File: src/rtl/detach_pkg.sv
package detach_pkg;
    typedef enum logic [2:0] {
        ST_ACTIVE  = 3'd0,
        ST_DRAIN   = 3'd1,
        ST_REQ     = 3'd2,
        ST_OFF     = 3'd3,
        ST_RELEASE = 3'd4
    } link_st_e;

    localparam logic [1:0] STAT_OFF    = 2'd0;
    localparam logic [1:0] STAT_TRYING = 2'd1;
    localparam logic [1:0] STAT_ACTIVE = 2'd2;

    function automatic logic [1:0] status_of(link_st_e s);
        case (s)
            ST_ACTIVE:        return STAT_ACTIVE;
            ST_DRAIN, ST_REQ: return STAT_TRYING;
            default:          return STAT_OFF;
        endcase
    endfunction
endpackage

File: src/rtl/detach_fsm.sv
module detach_fsm
    import detach_pkg::*;
(
    input  logic     clk,
    input  logic     rst_n,
    input  logic     start_i,
    input  logic     release_i,
    input  logic     cnt_zero_i,
    input  logic     ack_i,
    output link_st_e state_o,
    output logic     disc_req_o
);
    typedef struct packed {
        link_st_e st;
        logic     req;
    } fsm_t;

    fsm_t d, q;

    always_comb begin
        d = q;
        case (q.st)
            ST_ACTIVE:  if (start_i) d.st = ST_DRAIN;
            ST_DRAIN:   if (cnt_zero_i) begin
                            d.st  = ST_REQ;
                            d.req = 1'b1;
                        end
            ST_REQ:     if (ack_i) d.st = ST_OFF;
            ST_OFF:     if (release_i) begin
                            d.st  = ST_RELEASE;
                            d.req = 1'b0;
                        end
            ST_RELEASE: if (!ack_i) d.st = ST_ACTIVE;
            default:    begin
                            d.st  = ST_ACTIVE;
                            d.req = 1'b0;
                        end
        endcase
    end

    always_ff @(posedge clk or negedge rst_n) begin
        if (!rst_n) begin
            q.st  <= ST_ACTIVE;
            q.req <= 1'b0;
        end else begin
            q <= d;
        end
    end

    assign state_o    = q.st;
    assign disc_req_o = q.req;
endmodule

File: src/rtl/detach_gate.sv
module detach_gate #(
    parameter int BE_W = 4
) (
    input  logic            open_i,
    input  logic            txn_valid_i,
    output logic            txn_grant_o,
    input  logic [BE_W-1:0] be_i,
    output logic [BE_W-1:0] be_o
);
    assign txn_grant_o = txn_valid_i & open_i;

    for (genvar g = 0; g < BE_W; g++) begin : g_lane
        assign be_o[g] = be_i[g] & open_i;
    end
endmodule

File: src/rtl/detach_regs.sv
module detach_regs
    import detach_pkg::*;
#(
    parameter int ADDR_W = 2,
    parameter int DATA_W = 32
) (
    input  logic              we_i,
    input  logic [ADDR_W-1:0] addr_i,
    input  logic [1:0]        wdata_i,
    input  link_st_e          state_i,
    input  logic              reconnect_i,
    output logic              start_o,
    output logic              release_o,
    output logic [DATA_W-1:0] rdata_o
);
    localparam logic [ADDR_W-1:0] A_CTRL = ADDR_W'(0);
    localparam logic [ADDR_W-1:0] A_STAT = ADDR_W'(1);

    logic ctrl_wr;
    logic busy;

    assign ctrl_wr   = we_i && (addr_i == A_CTRL);
    assign start_o   = ctrl_wr && wdata_i[0];
    assign release_o = reconnect_i || (ctrl_wr && wdata_i[1]);
    assign busy      = (state_i == ST_DRAIN) || (state_i == ST_REQ);

    always_comb begin
        rdata_o = '0;
        if (addr_i == A_CTRL)      rdata_o[0]   = busy;
        else if (addr_i == A_STAT) rdata_o[1:0] = status_of(state_i);
    end
endmodule

File: src/rtl/initiator_detach_ctrl.sv
module initiator_detach_ctrl
    import detach_pkg::*;
#(
    parameter int ADDR_W = 2,
    parameter int DATA_W = 32,
    parameter int BE_W   = 4,
    parameter int CNT_W  = 4
) (
    input  logic              clk,
    input  logic              rst_n,
    input  logic              reg_we,
    input  logic [ADDR_W-1:0] reg_addr,
    input  logic [1:0]        reg_wdata,
    output logic [DATA_W-1:0] reg_rdata,
    input  logic              txn_valid_i,
    output logic              txn_grant_o,
    input  logic [BE_W-1:0]   wr_be_i,
    output logic [BE_W-1:0]   wr_be_o,
    input  logic [CNT_W-1:0]  outstanding_i,
    output logic              disc_req_o,
    input  logic              disc_ack_i,
    input  logic              reconnect_i,
    output logic [1:0]        link_status_o
);
    link_st_e st;
    logic     start, rel;

    detach_regs #(.ADDR_W(ADDR_W), .DATA_W(DATA_W)) u_regs (
        .we_i(reg_we), .addr_i(reg_addr), .wdata_i(reg_wdata),
        .state_i(st), .reconnect_i(reconnect_i),
        .start_o(start), .release_o(rel), .rdata_o(reg_rdata)
    );

    detach_fsm u_fsm (
        .clk(clk), .rst_n(rst_n), .start_i(start), .release_i(rel),
        .cnt_zero_i(outstanding_i == '0), .ack_i(disc_ack_i),
        .state_o(st), .disc_req_o(disc_req_o)
    );

    detach_gate #(.BE_W(BE_W)) u_gate (
        .open_i(st == ST_ACTIVE), .txn_valid_i(txn_valid_i),
        .txn_grant_o(txn_grant_o), .be_i(wr_be_i), .be_o(wr_be_o)
    );

    assign link_status_o = status_of(st);
endmodule

File: config.mk
export PLATFORM = sky130hd
export DESIGN_NAME = initiator_detach_ctrl
export DESIGN_NICKNAME = d
export VERILOG_FILES = /design/src/rtl/detach_pkg.sv /design/src/rtl/detach_fsm.sv /design/src/rtl/detach_gate.sv /design/src/rtl/detach_regs.sv /design/src/rtl/initiator_detach_ctrl.sv
export SDC_FILE = /design/constraint.sdc
export NUM_CORES = 1
export LEC_CHECK = 0
export BUFFER_PORTS_ARGS = -buffer_cell sky130_fd_sc_hd__buf_2
export CAP_MARGIN = 5
export CORE_UTILIZATION = 35
export CTS_CLUSTER_SIZE = 25
export DETAILED_ROUTE_END_ITERATION = 6
export HOLD_SLACK_MARGIN = 0.12
export PLACE_DENSITY = 0.81
export SYNTH_ARGS = -nofsm -noshare
export SYNTH_HDL_FRONTEND = slang
export SYNTH_SLANG_ARGS = --single-unit
File: constraint.sdc
create_clock -name clk -period 2 [get_ports clk]
set_clock_uncertainty 0.2 [all_clocks]
set_input_delay 0.1 -clock clk [delete_from_list [all_inputs] [get_ports clk]]
set_output_delay 0.1 -clock clk [all_outputs]
set_load 0.05 [all_outputs]
==> flow_results.org <==
** Global routing
- All-layer global routing usage :: 14.9%
- Antenna violations before repair :: 0
- Global route total overflow :: 0
- Entering global routing, the biggest net connects 12 pins.
- Wire length of the first global-routing pass :: 1900 um
- Via count of the first global-routing pass :: 429

** Drt
- Routed wire length :: 1130 um
- The first detailed-routing pass took 4 iterations.
- After detailed routing, the number of remaining DRC violations is 0.
- Starting DRT DRC Count :: 2
- Via-to-Cell Ratio :: approximately 4.0
- In this run the remaining antenna-violating nets after routing total 0.
- Vias :: about 500
- Average wire per cell in the routed design :: 9.17 um

** Power
- Power Total :: 1120 uW
- For this design the ratio of total power to cell area is around 1600 mW/mm^2.
- Highest ir drop seen on vdd :: around 0.5 mV
- Lkg Pwr :: 0.000399 uW

** Floorplan
- Number of cell rows :: 13
- Number of top-level pins :: 58
- Core ar. :: 0.00138 mm^2
- Vert. Die Dim :: 41.7 um
- The floorplan step defined a die boundary enclosing about 0.0017 mm^2.
- Horizontal die dimension :: 41.7 um
- For this configuration, the core starts out at a cell density of 39.8%.

** CTS
- Number of resized instances in the post-cts repair step :: 0
- Number of buffers added for setup after CTS :: 0
- CTS placed an instance of clkbuf_4 at the clock tree root.
- The clock drives 4 sinks.
- TritonCTS built the clock tree.
- For this design, the CTS-stage hold fixing added 10 buffers.
- Worst skew pair latency :: 0.23 ns
- In this run the deepest clock path goes through 2 buffers.
- Clock-pin slew was measured on the worst setup and hold paths at around 0.04 ns.
- CTS built an H-tree with a depth of 1.
- Cts bufs inserted :: 3

** Worst setup path
- Along the worst path, the maximum fanout reaches 11.
- R2R Setup Slk :: 0.15 ns
- Critical Path Start Type :: register
- STA classifies the critical path endpoint as a register.
- Worst Reg2Reg Path Length in Cells :: 4
- In this run the critical register-to-register path is launched from u_fsm.state_o[1].
- Delay of the slowest cell on the worst path :: 0.57 ns
- Chain of cells forming the critical path :: nand2_1 > o2bb2a_4 > o21ai_1 > dlygate4sd3_1
- Type of the worst setup path :: register to register
- Arrival time at the worst endpoint :: 1.82 ns
- STA puts the critical path data required time at 1.97 ns.
- The worst register-to-register path ends at u_fsm.state_o[2].
- Library cell contributing the largest single delay on the critical path :: dfrtp_1

** Timing
- Actual transition at the worst max-transition pin :: 0.593 ns
- Part of the cycle the worst path needs :: between 90% and 100%
- Worst slew margin relative to its limit :: 60.1%
- Setup violations remaining at the end of the flow were counted as 0.
- Fmax :: ~0.54 GHz
- The final-report max-slew violation count is 0.
- Setup repair after global routing missed its margin :: false
- The final count of hold timing violations was 0.
- Adding up every negative setup slack in the final design gives 0 ns.
- Setup slack on the critical path of the routed design comes to 0.150 ns.
- Counting I/O delays and the setup requirement, the final critical path takes between 1.5 and 2 ns.

** Yosys
- A synthesized cell averages 7.75 um^2.
- Most repeated cell in the gate-level netlist after synthesis :: buf_4
- The synthesized netlist occupies a cell area of 551 um^2.
- Fraction of synthesis flops using an asynchronous set or reset pin :: 100%
- The most used flip-flop cell after synthesis is dfrtp_1.
- After synthesis, flip-flops and latches occupy 18.2% of the total area.
- By count the netlist is led by 30 x buf_4, 5 x and2_1, 4 x dfrtp_1, 4 x nor2_1, 3 x nand2_1.
- Cell count after synthesis :: 71
- The synthesized design spends more area on one cell type than any other, namely buf_4.
- Yosys mapped the design onto 25 distinct sky130hd cell types.
- The synthesized design contains 0 enable-type register cells.
- Counting flops and latches in the post-synthesis netlist gives 4.
- Ranked by total cell area, the synthesized netlist is headed by buf_4 41%, dfrtp_1 18%, and2_1 5.7%, o2bb2a_4 3.6%, nor2_1 2.7%.
- Yosys printed 0 warnings.
- Yosys top cell area share :: 40.9%

** Placement
- Before CTS, the worst setup slack after placement is 0.527 ns.
- IO buf count :: 27
- At the end of routability-driven placement, the weighted congestion stood at 0.719.
- Estimated wirelength of the detail-placed design :: around 910 um

** Finish
- Counting the fill cells in the layout gives 136.
- Area growth from synthesis to layout :: 29.5%
- Cells with a size suffix above 1 make up 31.5% of the layout.
- At the end of the flow, the number of nets in the layout was 128.
- Ant. Diodes :: 0

** Worst hold path
- Number of stages on the worst hold path :: 4
- The path class of the tightest hold or removal check is input port to register.
- Endpoint, Worst Hold :: u_fsm.state_o[1]
- The startpoint identified for the worst hold timing path is reg_wdata[1].

** Status
- The flow ran to the end, and the final reports show no timing, DRC or antenna violations.

** Flow run
- Max-cap violations :: 0
[cell families after synthesis]
| logic type | synth area share, % |
|---|---|
| other cells | 0.681 |
| simple gates | 23.4 |
| flops | 18.2 |
| buf+inv | 43.9 |
| xor+xnor | 1.59 |
| compound gates | 12.3 |
[critical path, delay by kind of cell, from the launching register on]
family                 cells  cell delay [ns]
DFF                        1             0.57
buffers and inverters      1             0.56
AOI/OAI and AO/OA          2             0.34
and+or+nand+nor            1             0.11
[layer usage]
metal | track usage [%] | routed length [um] | vias up
met5 | 0 | 0 | -
li1 | - | - | 246
met2 | 25.3 | 614 | 33
met4 | 11.6 | 14 | 0
met3 | 4.35 | 77 | 2
met1 | 15.1 | 421 | 216
[area by class of cell]
type	instances	area [um^2]	area share, %
multi-input combinational	62	329	46.1
clock buffer	3	22.5	3.16
timing repair buffer	37	235	33.0
sequential	4	100	14.0
inverter	2	7.51	1.05
tap	15	18.8	2.63
[cell usage in the layout, fill, tap and decap left out, drive strengths merged]
master | Yosys | routed
a21oi | 2 | 2
nand2 | 3 | 3
nor2 | 4 | 4
nand3 | 2 | 2
and2 | 5 | 5
nand2b | 2 | 2
and3b | 1 | 1
o2bb2a | 1 | 1
clkbuf | 1 | 3
dlygate4sd3 | 0 | 10
buf | 31 | 27
a22o | 1 | 1
dfrtp | 4 | 4
nor4 | 1 | 1
conb | 1 | 30
a31oi | 1 | 1
o21ai | 3 | 3
nor3 | 2 | 2
inv | 2 | 2
or3b | 1 | 1
nand3b | 1 | 1
xnor2 | 1 | 1
o211ai | 1 | 1
[how the worst max path moves through the flow]
stage,start,slack (ns),cells after the start,endpoint
floorplan,u_fsm.state_o[0],0.06,3,reg_rdata[1]
global placement,u_fsm.state_o[0],0.56,3,reg_rdata[1]
detailed placement,u_fsm.state_o[0],0.53,3,reg_rdata[1]
CTS,u_fsm.state_o[1],0.17,4,u_fsm.state_o[2]
global route,u_fsm.state_o[1],0.02,4,u_fsm.state_o[2]
finish,u_fsm.state_o[1],0.15,4,u_fsm.state_o[2]
[sequential cells by signal, summed over array words and instances, names as in the netlist]
| name | cells |
|---|---|
| u_fsm.disc_req_o | 1 |
| u_fsm.state_o | 3 |
[power breakdown]
| group | switching [uW] | total, uW | internal (uW) |
|---|---|---|---|
| Clock | 32.4 | 99.5 | 67.1 |
| Sequential | 73.5 | 187 | 113 |
| Combinational | 624 | 835 | 211 |
[metrics by stage]
stage | instances | util [%] | cell area (um^2) | hold WS [ns]
after floorplan | 100 | - | 671 | -0.396
after global placement | 110 | 42.7 | 591 | -0.292
after detailed placement | 110 | 42.7 | 591 | -0.287
after CTS | 123 | 51.6 | 713 | 0.125
after global routing | 123 | 51.6 | 713 | 0.184
final | 123 | 51.6 | 713 | 0.123
(Power assumes the default switching activity.)
